### src/rtl/dsp_ctl_pkg.sv
package dsp_ctl_pkg;
   localparam int REG_W      = 16;
   localparam int NUM_SRC    = 3;
   localparam int BIT_RESET  = 0;
   localparam int BIT_KICK   = 1;
   localparam int BIT_HALT   = 2;
   localparam int BIT_SRC0   = 3;   // status of source i at BIT_SRC0+2i, mask at +1
   localparam int BIT_BUSY_A = 9;
   localparam int BIT_BUSY_D = 10;
   localparam int BIT_VEC    = 11;
   localparam int BIT_TOP    = 12;
endpackage

### src/rtl/dsp_irq_cell.sv
module dsp_irq_cell (
   input  logic clk,
   input  logic rst_n,
   input  logic wr_en,
   input  logic wr_clr,
   input  logic wr_msk,
   input  logic evt,
   output logic st,
   output logic msk
);
   always_ff @(posedge clk or negedge rst_n) begin
      if (!rst_n) begin
         st  <= 1'b0;
         msk <= 1'b0;
      end else begin
         if (evt)                  st <= 1'b1;
         else if (wr_en && wr_clr) st <= 1'b0;
         if (wr_en)                msk <= wr_msk;
      end
   end

   p_set_wins_r4: assert property (@(posedge clk) disable iff (!rst_n)
      evt |=> st);
   p_clear_r3: assert property (@(posedge clk) disable iff (!rst_n)
      (wr_en && wr_clr && !evt) |=> !st);
   p_hold_r3: assert property (@(posedge clk) disable iff (!rst_n)
      (!evt && !(wr_en && wr_clr)) |=> (st == $past(st)));
   p_mask_r5: assert property (@(posedge clk) disable iff (!rst_n)
      wr_en |=> (msk == $past(wr_msk)));
endmodule

### src/rtl/dsp_reset_seq.sv
module dsp_reset_seq #(
   parameter int CYCLES = 8
) (
   input  logic clk,
   input  logic rst_n,
   input  logic start,
   output logic busy
);
   localparam int CNT_W = (CYCLES > 2) ? $clog2(CYCLES) : 1;
   localparam logic [CNT_W-1:0] LOAD = CNT_W'(CYCLES - 1);

   initial begin
      if (CYCLES < 2) $error("dsp_reset_seq: CYCLES must be at least 2");
   end

   logic [CNT_W-1:0] cnt;

   always_ff @(posedge clk or negedge rst_n) begin
      if (!rst_n) begin
         busy <= 1'b0;
         cnt  <= '0;
      end else if (busy) begin
         if (cnt == '0) busy <= 1'b0;
         else           cnt  <= cnt - 1'b1;
      end else if (start) begin
         busy <= 1'b1;
         cnt  <= LOAD;
      end
   end

   p_start_r6: assert property (@(posedge clk) disable iff (!rst_n)
      (start && !busy) |=> busy);
   p_hold_r6: assert property (@(posedge clk) disable iff (!rst_n)
      (busy && cnt != '0) |=> busy);
   p_idle_r6: assert property (@(posedge clk) disable iff (!rst_n)
      (!busy && !start) |=> !busy);
endmodule

### src/rtl/dsp_ctl_reg.sv
module dsp_ctl_reg
   import dsp_ctl_pkg::*;
#(
   parameter int RESET_CYCLES = 8
) (
   input  logic             clk,
   input  logic             rst_n,
   input  logic             wr_en,
   input  logic [REG_W-1:0] wr_data,
   output logic [REG_W-1:0] rd_data,
   input  logic             evt_aud_dma,
   input  logic             evt_aux_dma,
   input  logic             evt_dsp,
   input  logic             busy_aux_dma,
   input  logic             busy_dsp_dma,
   output logic             cpu_irq,
   output logic             dsp_reset,
   output logic             dsp_halt,
   output logic             dsp_kick,
   output logic             dsp_vec_hi
);
   initial begin
      if (BIT_SRC0 + 2*NUM_SRC != BIT_BUSY_A)
         $error("dsp_ctl_reg: source bits overlap busy flags");
   end

   logic [NUM_SRC-1:0] evt_vec, st_vec, msk_vec;
   assign evt_vec = {evt_dsp, evt_aux_dma, evt_aud_dma};

   for (genvar i = 0; i < NUM_SRC; i++) begin : g_src
      dsp_irq_cell u_cell (
         .clk    (clk),
         .rst_n  (rst_n),
         .wr_en  (wr_en),
         .wr_clr (wr_data[BIT_SRC0 + 2*i]),
         .wr_msk (wr_data[BIT_SRC0 + 2*i + 1]),
         .evt    (evt_vec[i]),
         .st     (st_vec[i]),
         .msk    (msk_vec[i])
      );
   end

   dsp_reset_seq #(.CYCLES(RESET_CYCLES)) u_rst (
      .clk   (clk),
      .rst_n (rst_n),
      .start (wr_en && wr_data[BIT_RESET]),
      .busy  (dsp_reset)
   );

   always_ff @(posedge clk or negedge rst_n) begin
      if (!rst_n) begin
         dsp_halt   <= 1'b0;
         dsp_kick   <= 1'b0;
         dsp_vec_hi <= 1'b0;
      end else if (wr_en) begin
         dsp_halt   <= wr_data[BIT_HALT];
         dsp_kick   <= wr_data[BIT_KICK];
         dsp_vec_hi <= wr_data[BIT_VEC];
      end
   end

   assign cpu_irq = |(st_vec & msk_vec);

   always_comb begin
      rd_data             = '0;
      rd_data[BIT_RESET]  = dsp_reset;
      rd_data[BIT_KICK]   = dsp_kick;
      rd_data[BIT_HALT]   = dsp_halt;
      for (int i = 0; i < NUM_SRC; i++) begin
         rd_data[BIT_SRC0 + 2*i]     = st_vec[i];
         rd_data[BIT_SRC0 + 2*i + 1] = msk_vec[i];
      end
      rd_data[BIT_BUSY_A] = busy_aux_dma;
      rd_data[BIT_BUSY_D] = busy_dsp_dma;
      rd_data[BIT_VEC]    = dsp_vec_hi;
   end

   p_irq_r5: assert property (@(posedge clk) disable iff (!rst_n)
      cpu_irq == ((rd_data[3] & rd_data[4]) | (rd_data[5] & rd_data[6]) |
                  (rd_data[7] & rd_data[8])));
   p_busy_r8: assert property (@(posedge clk) disable iff (!rst_n)
      rd_data[10:9] == {busy_dsp_dma, busy_aux_dma});
   p_top_zero_r9: assert property (@(posedge clk) disable iff (!rst_n)
      rd_data[REG_W-1:BIT_TOP] == '0);
   p_ctrl_r7: assert property (@(posedge clk) disable iff (!rst_n)
      wr_en |=> (dsp_halt == $past(wr_data[BIT_HALT]) &&
                 dsp_vec_hi == $past(wr_data[BIT_VEC])));
endmodule

### config.mk
export PLATFORM = sky130hd
export DESIGN_NAME = dsp_ctl_reg
export DESIGN_NICKNAME = d
export VERILOG_FILES = /design/src/rtl/dsp_ctl_pkg.sv /design/src/rtl/dsp_irq_cell.sv /design/src/rtl/dsp_reset_seq.sv /design/src/rtl/dsp_ctl_reg.sv
export SDC_FILE = /design/constraint.sdc
export NUM_CORES = 1
export LEC_CHECK = 0
export ABC_AREA = 1
export BUFFER_PORTS_ARGS = -buffer_cell sky130_fd_sc_hd__buf_2
export CORE_AREA = 8 8 53 50
export CTS_BUF_LIST = sky130_fd_sc_hd__clkbuf_16
export DETAILED_ROUTE_END_ITERATION = 6
export DIE_AREA = 0 0 61 58
export HOLD_SLACK_MARGIN = 0.03
export PLACE_DENSITY = 0.78
export SETUP_SLACK_MARGIN = 0.2
export SYNTH_ARGS = -nofsm -noshare
export SYNTH_HDL_FRONTEND = slang
export SYNTH_SLANG_ARGS = --single-unit
### constraint.sdc
create_clock -name clk -period 1.6 [get_ports clk]
set_clock_uncertainty 0.1 [all_clocks]
set_input_delay 0.16 -clock clk [delete_from_list [all_inputs] [get_ports clk]]
set_output_delay 0.16 -clock clk [all_outputs]
set_load 0.02 [all_outputs]
==> results.yml <==
finish:
  final_common_cell: "buf_2"
  diodes: 0
  fill_cells: 158
  mostFrequentLayoutCells: "buf_2, nand2_1, dfrtp_1, mux2_4, inv_1"
  drive_gt1_share_pct: 45.5
  fin_util_pct: 50.6
  syn_to_final_growth_pct: 22.7
  layout.cells.non_filler: 124
  nets: 126
timing:
  grt_setup_unrepaired: "no"
  finalSetupViolations: 0
  fmax_mhz: 825
  drv_slew: 0
  final.min_clock_period_ns: 1.21
  fin_tns_setup_ns: 0
  hold_violations: 0
  period_share_pct: 75.8
  setup_slack_ns: 0.387
power_and_ir_drop:
  p_leak_nw: 0.507
  power.density_nw_per_um2: 1520
  vdd_drop_max_uv: 706
clock_network:
  cts_buffers: 3
  post-cts-setup-buffers: 0
  h-tree-depth: 1
  root_buffer: "clkbuf_16"
  worstSkewPairLatency_ns: 0.24
  cts_tree: "yes"
  cts_resized: 0
  cts_max_path_buffers: 2
  clkTransAtPathRegs_ns: 0.04
  cts.sinks: 13
critical_path:
  required_ns: 1.34
  crit_chain: "buf_2"
  end_kind: "output pin"
  worst-path-stages: 1
  cpLargestDelayFamily: "flip-flops"
  crit_path_max_fanout: 8
  path_class: "flop to output pin"
  slowest_stage: "dfrtp_1"
  ff2ff_path_depth: 7
  critPathLaunchType: "flop"
  max_stage_delay_ns: 0.49
  cp.arrival_ns: 0.95
  path_buf_inv: 1
synthesis:
  yosys-top-cells-area: "dfrtp_1, buf_4, mux2_4"
  synth_compound_area_share_pct: 3.00
  ys_ff_latch: 13
  synth.distinct_cells: 13
  synth_top_family_by_area: "buffers and inverters"
  yosysSeqAreaShare_pct: 43.3
  synth-warning-count: 0
  synth_xor_area_share_pct: 0
  muxShareOfSynthArea_pct: 12.0
  synthesis.area_um2: 751
  yosys.area_share.simple_pct: 17.8
  synth.top_cell.area_share_pct: 43.3
  synth_cells: 76
  synth_top_area_cell: "dfrtp_1"
  yosys.area_share.adder_pct: 3.33
  syn_avg_cell_area_um2: 9.88
floorplanning:
  rows: 15
  die_area_um2: 3540
  core_um2: 1820
  initial_core_util_pct: 41.2
  io_pins: 45
  die_y_um: 58
  die_w_um: 61
detailed_routing:
  viasPerCell: 4.17
  ant_nets: 0
  drc_errors: 0
  wl_per_cell_um: 12.5
  drtIter0Drc: 35
  routed_wl_um: 1560
  num_vias: 517
  firstDrtPassIters: 3
run_status:
  run_status: "finished, final reports clean"
job:
  max_cap_violations: 0
hold_path:
  holdPathStages: 2
  hp-class: "input port to flop"
placed_design:
  place_congestion: 0.679
  preCtsSetupSlack_ns: 0.453
  numPortBuffers: 30
  dpl.hpwl_um: 1230
  dp_cells: 117
global_route:
  grt_max_degree: 14
  grt_pass1_vias: 516
  grt_antenna_before_repair: 0
  grt_usage_pct: 9.11
  grt_overflow: 0
  grt_pass1_wl_um: 2350
-- flip-flops by register name, summed over array words and instances, names as in the netlist --
name and count:
u_rst.busy 1, dsp_kick 1, g_src.u_cell.msk 3, dsp_vec_hi 1, dsp_halt 1, g_src.u_cell.st 3, u_rst.cnt 3
-- per-layer routing --
metal  wire [um]  GRT usage, %  share of wire, %
met1         620          9.91                40
met3         198          3.31                13
met4          17          6.98               1.1
met2         720          13.9                46
met5           0             0                 0
-- final cells by class --
cell class	instances	area (um^2)	share of cell area (%)
Clock buffer	3	75.1	8.15
Clock inverter	1	3.75	0.408
Inverter	5	18.8	2.04
Multi-Input combinational cell	44	287	31.1
Sequential cell	13	325	35.3
Tap cell	25	31.3	3.40
Timing Repair Buffer	33	180	19.6
-- cell families (layout without fill, tap and decap cells) --
family                   after synthesis  in the layout
multiplexers                           6              6
AND/OR/NAND/NOR                       29             29
buffers and inverters                 22             42
other                                  1              4
adder cells (fa/ha/maj)                2              2
flip-flops                            13             13
AO/OA/AOI/OAI                          3              3
-- Yosys cell counts --
library cell	instances
nand2_1	20
nand2_2	3
conb_1	1
nand3_2	2
inv_1	4
buf_4	16
ha_1	2
inv_2	1
a21o_1	3
buf_6	1
mux2_4	6
dfrtp_1	13
nand3_1	4
-- metrics by stage --
stage	total power [mW]	instance area (um^2)	hold WS [ns]
global placement	0.941	812	-0.0460
floorplan	0.882	762	-0.236
finish	1.40	921	0.0344
detailed placement	0.961	812	-0.0441
CTS	1.43	921	0.0326
global route	1.51	921	0.0515
-- report_power, final --
group,switching [mW],internal (mW)
Combinational,0.284,0.189
Clock,0.122,0.328
Sequential,0.0748,0.406
-- what timing repair did --
| item | CTS | global route |
|---|---|---|
| endpoints found under the setup margin | 0 | 0 |
| endpoints found under the hold margin | 15 | 0 |
| hold buffers | 3 | 0 |
-- worst reg2reg max path: stages, from the launching register on --
cell and delay [ns]:
dfrtp_1 0.39, inv_1 0.09, ha_1 0.19, nand2_1 0.06
nand2_1 0.07, nand2_2 0.05, nand2_1 0.05, nand2_1 0.04
-- path summary, 6_finish.rpt --
| check | endpoint | slack (ns) | start |
|---|---|---|---|
| worst max register to register | u_rst.cnt[2] | 0.46 | u_rst.cnt[0] |
| worst max-delay path | dsp_reset | 0.39 | u_rst.busy |
| worst min-delay path | g_src[2].u_cell.st | 0.03 | evt_dsp |
| max in group asynchronous | g_src[2].u_cell.msk | 0.95 | rst_n |
| worst min register to register | u_rst.cnt[1] | 0.39 | u_rst.cnt[1] |
| min in group asynchronous | g_src[1].u_cell.st | 0.24 | rst_n |
(Power assumes the default switching activity.)
